### src/rtl/ack_poll_seq.sv
module ack_poll_seq #(
  parameter int ADDR_W = 7,
  parameter int CNT_W  = 8
) (
  input  logic              clk,
  input  logic              rst_n,
  input  logic              start,
  input  logic [ADDR_W-1:0] dev_addr,
  input  logic              rd_nwr,
  input  logic [CNT_W-1:0]  max_probes,
  output logic              done,
  output logic              acked,
  output logic              timeout,
  output logic              cmd_valid,
  input  logic              cmd_ready,
  output logic [1:0]        cmd_op,
  output logic [ADDR_W:0]   cmd_byte,
  input  logic              ack_in
);

  localparam logic [1:0] OP_START = 2'd0;
  localparam logic [1:0] OP_SEND  = 2'd1;
  localparam logic [1:0] OP_ACK   = 2'd2;
  localparam logic [1:0] OP_STOP  = 2'd3;

  typedef enum logic [2:0] {S_IDLE, S_START, S_SEND, S_ACK, S_STOP} st_t;

  st_t              st;
  logic [ADDR_W:0]  byte_q;
  logic [CNT_W-1:0] lim_q;
  logic [CNT_W-1:0] fails;
  logic             give_up;

  logic             hs;
  logic [CNT_W:0]   fails_nxt;
  logic [CNT_W:0]   lim_eff;
  logic             spent;

  assign hs        = cmd_valid && cmd_ready;
  assign fails_nxt = {1'b0, fails} + 1'b1;
  assign lim_eff   = (lim_q == '0) ? {{CNT_W{1'b0}}, 1'b1} : {1'b0, lim_q};
  assign spent     = fails_nxt >= lim_eff;

  assign cmd_valid = (st != S_IDLE);
  assign cmd_byte  = byte_q;

  always_comb begin
    case (st)
      S_SEND:  cmd_op = OP_SEND;
      S_ACK:   cmd_op = OP_ACK;
      S_STOP:  cmd_op = OP_STOP;
      default: cmd_op = OP_START;
    endcase
  end

  always_ff @(posedge clk or negedge rst_n) begin
    if (!rst_n) begin
      st      <= S_IDLE;
      byte_q  <= '0;
      lim_q   <= '0;
      fails   <= '0;
      give_up <= 1'b0;
      done    <= 1'b0;
      acked   <= 1'b0;
      timeout <= 1'b0;
    end else begin
      done    <= 1'b0;
      acked   <= 1'b0;
      timeout <= 1'b0;
      case (st)
        S_IDLE: if (start) begin
          byte_q  <= {dev_addr, rd_nwr};
          lim_q   <= max_probes;
          fails   <= '0;
          give_up <= 1'b0;
          st      <= S_START;
        end
        S_START: if (hs) st <= S_SEND;
        S_SEND:  if (hs) st <= S_ACK;
        S_ACK: if (hs) begin
          if (ack_in) begin
            done  <= 1'b1;
            acked <= 1'b1;
            st    <= S_IDLE;
          end else begin
            fails   <= fails_nxt[CNT_W-1:0];
            give_up <= spent;
            st      <= S_STOP;
          end
        end
        S_STOP: if (hs) begin
          if (give_up) begin
            done    <= 1'b1;
            timeout <= 1'b1;
            st      <= S_IDLE;
          end else begin
            st <= S_START;
          end
        end
        default: st <= S_IDLE;
      endcase
    end
  end

  p_probe_order_r2: assert property (@(posedge clk) disable iff (!rst_n)
    hs && cmd_op == OP_START |=> cmd_valid && cmd_op == OP_SEND);

  p_send_then_ack_r2: assert property (@(posedge clk) disable iff (!rst_n)
    hs && cmd_op == OP_SEND |=> cmd_valid && cmd_op == OP_ACK);

  p_nack_stop_r3: assert property (@(posedge clk) disable iff (!rst_n)
    hs && cmd_op == OP_ACK && !ack_in |=> cmd_valid && cmd_op == OP_STOP);

  p_ack_open_r4: assert property (@(posedge clk) disable iff (!rst_n)
    hs && cmd_op == OP_ACK && ack_in |=> done && acked && !cmd_valid);

  p_timeout_after_stop_r5: assert property (@(posedge clk) disable iff (!rst_n)
    timeout |-> $past(hs && cmd_op == OP_STOP));

  p_hold_cmd_r7: assert property (@(posedge clk) disable iff (!rst_n)
    cmd_valid && !cmd_ready |=> cmd_valid && $stable(cmd_op) && $stable(cmd_byte));

  p_one_outcome_r8: assert property (@(posedge clk) disable iff (!rst_n)
    done == (acked || timeout) && !(acked && timeout));

  p_done_pulse_r8: assert property (@(posedge clk) disable iff (!rst_n)
    done |=> !done);

  p_addr_hold_r9: assert property (@(posedge clk) disable iff (!rst_n)
    cmd_valid && $past(cmd_valid) |-> $stable(cmd_byte));

  p_go_now_r10: assert property (@(posedge clk) disable iff (!rst_n)
    !cmd_valid && start |=> cmd_valid && cmd_op == OP_START);

endmodule

### config.mk
export PLATFORM = sky130hd
export DESIGN_NAME = ack_poll_seq
export DESIGN_NICKNAME = d
export VERILOG_FILES = /design/src/rtl/ack_poll_seq.sv
export SDC_FILE = /design/constraint.sdc
export NUM_CORES = 1
export LEC_CHECK = 0
export ABC_AREA = 1
export BUFFER_PORTS_ARGS = -buffer_cell sky130_fd_sc_hd__buf_4
export CORE_UTILIZATION = 48
export CTS_CLUSTER_DIAMETER = 50
export DETAILED_ROUTE_END_ITERATION = 16
export GPL_TIMING_DRIVEN = 0
export PLACE_DENSITY_LB_ADDON = 0.2
export SLEW_MARGIN = 10
export SYNTH_ARGS = -nofsm -noshare
export SYNTH_HDL_FRONTEND = slang
export SYNTH_SLANG_ARGS = --single-unit
### constraint.sdc
create_clock -name clk -period 2.2 [get_ports clk]
set_clock_uncertainty 0.2 [all_clocks]
set_input_delay 0.66 -clock clk [delete_from_list [all_inputs] [get_ports clk]]
set_output_delay 0.66 -clock clk [all_outputs]
set_load 0.03 [all_outputs]
==> impl_metrics.ini <==
[status]
status = finished clean

[pwr]
switchingPower_mw = 1.03
intPower_mw = 1.51
seqPwrFrac_pct = 33.4
power_frac_comb_pct = 51.7
p_per_area_mw_per_mm2 = 1140
clkPwrFrac_pct = 14.9
vdd_ir_drop_max_uv = 840
power_mw = 2.54
switching_share_pct = 40.5
p_leak_nw = 1.16

[synthesis]
syn_nets = 199
ys_ff_latch = 31
syn_area_per_cell_sq_um = 9.66
syn_area_sq_mm = 0.00163
yosysWarnings = 0
ys_seq_area_share_pct = 47.5
synthCells = 169
synth_area_leaders = dfrtp_1, ha_1, nand2_1, mux2_4, inv_1
yosys.area.top_type = dfrtp_1
synth_cell_types = 29
netlist.area_leader.share_pct = 47.5

[grt]
grt_pass1_vias = 1274
grt_max_degree = 32
grt-ovfl-total = 0
grt_pass1_wl_um = 5250
grt_use_total_pct = 19.9
grt_antenna_before_repair = 0

[die]
io_pins = 35
start_util_pct = 52.2
coreArea_sq_mm = 0.00313
die_h_um = 60.3
num_rows = 20
die-width_um = 60.3
dieArea_sq_mm = 0.00364

[cts]
cts_buffer_depth = 2
cts_tree = yes
cts_max_level = 2
numCtsBuffers = 5
cts_hold_buf = 0
numClockSinks = 31
clk_latency_ns = 0.33
cts-root-buf = clkbuf_4
clk_pin_slew_ns = 0.10

[setup_path]
r2r-start = fails[0]
cp_data_required_time_ns = 1.34
critPathMaxFanout = 4
arrival_ns = 1.28
crit_path_start_kind = flop
worstPathCellList = inv_2 > nand2_4 > nor2_4 > inv_2 > buf_6
criticalPathCategory = flop to primary output
crit_start = st[1]
cpPeakStageDelay_ns = 0.40
crit_top_cell = inv_2
slowest_stage = dfrtp_1
crit_path_end_kind = primary output

[placement]
place.port_buffers = 34
place_area_sq_mm = 0.00194
pre_cts_slack_ns = -0.100
place.gp.congestion = 0.790
post-dp-hpwl_um = 2410

[finish]
area_delta_synth_final_pct = 35.9
antennaDiodeCount = 0
stdcell_area_sq_mm = 0.00222
layout-drive-gt1-share_pct = 43.6
final_common_cell = buf_4
mostFrequentLayoutCells = buf_4, dfrtp_1, nand2_1
fin_util_pct = 71.0
finalNetCount = 249

[route]
drc = 0
dr.pass1.iters = 4
wirelength_um = 3550
drt-initial-drc-count = 18
drtAntennaViolNets = 0
wire_per_inst_um = 13.4
viasPerCell = 4.95
num_vias = 1306

[timing]
rsz0062_at_grt = true
setup_viol = 0
timing.fmax_mhz = 467
slew_headroom_pct = 73.4
drv_slew = 0
tightest_slew_ns = 0.399
finalHoldViolCount = 0
period_needed_ns = 2.14
period_share_pct = 97.2
fin_ws_ns = 0.0609
setup_tns_ns = 0

[min_path]
hold_path_class = input port to async pin

[job]
drv_cap = 0
==> final timing paths <==
check	slack, ns	cells after the start	endpoint
max	0.06	5	cmd_valid
min	0.04	1	lim_q[7]
max reg2reg	0.08	15	give_up
min reg2reg	0.32	1	cmd_byte[4]
max in group asynchronous	1.43	1	st[2]
min in group clk	0.32	1	cmd_byte[4]
==> cells by family (layout without fill, tap and decap cells) <==
family	count (synthesis)	in the layout	synth area share, %
DFF	31	31	47.5
muxes	9	9	7.59
and+or+nand+nor	57	57	17.6
adders and majority gates	9	9	6.90
xor gates and xnor gates	6	6	3.22
buffers and inverters	30	81	7.51
AOI/OAI and AO/OA	27	27	9.66
==> cell usage after synthesis <==
cell      count
o21ai_1       3
nand3_1       7
nor2_1       10
buf_6         1
nand2_2       3
nor2_4        1
o21ai_2       1
xor2_1        6
o21ai_4       1
or2_2         1
a21oi_1      11
inv_2         4
ha_1          9
nor3_1        2
nand2_4       2
nand2_1      28
buf_2         1
a31oi_1       1
nand3b_1      1
dfrtp_1      31
inv_1        23
mux2_4        6
o21ai_0       7
o22ai_1       2
mux2_2        3
nand3_4       1
nor3_4        1
a31o_2        1
clkinv_2      1
==> area by class of cell <==
type                    count  area (sq um)
fillers                   235           908
well taps                  44          55.1
clock buffers               8          68.8
flip-flops and latches     31           778
multi-input cells         108           861
inverters                  28           106
plain buffers               2          16.3
repair buffers             43           334
==> state kept, by name, summed over array words and instances, names as in the netlist <==
signal and flops:
acked 1, cmd_byte 8, done 1, fails 8, give_up 1, lim_q 8, st 3, timeout 1
==> metrics by stage <==
step	hold slack (ns)	std cells
3_3_place_gp	0.293	247
5_1_grt	0.0578	264
3_5_place_dp	0.300	247
2_1_floorplan	0.164	169
6_report	0.0412	264
4_1_cts	0.0440	258
==> power groups by stage <==
| stage | Sequential (mW) | Combinational (mW) | Clock (mW) |
|---|---|---|---|
| 6_report | 0.847 | 1.31 | 0.379 |
| 5_1_grt | 0.869 | 1.42 | 0.408 |
| 4_1_cts | 0.841 | 1.20 | 0.389 |
| 3_5_place_dp | 0.856 | 1.15 | 0 |
| 3_3_place_gp | 0.849 | 1.10 | 0 |
| 2_1_floorplan | 0.998 | 0.657 | 0 |
==> worst max-delay path: cells and delay by family, from the launching register on <==
family / cells / cell delay [ns]
flip-flops: 1 / 0.40
buffers and inverters: 3 / 0.32
AND/OR/NAND/NOR: 2 / 0.23
==> layer usage <==
metal / vias up / GRT usage [%] / wire [um]
met5: - / 0 / 0
met4: 0 / 7.64 / 55
met3: 7 / 6.06 / 138
met2: 32 / 36.1 / 1960
met1: 627 / 21.5 / 1400
li1: 640 / - / -
==> repair_timing <==
action                     in CTS  in global routing
pin swaps                       3                 11
setup endpoints to repair       2                  4
resized for setup               2                 25
hold endpoints to repair        0                  0
setup buffers                   3                  6
Note: power is estimated with default switching activity, not from simulation.
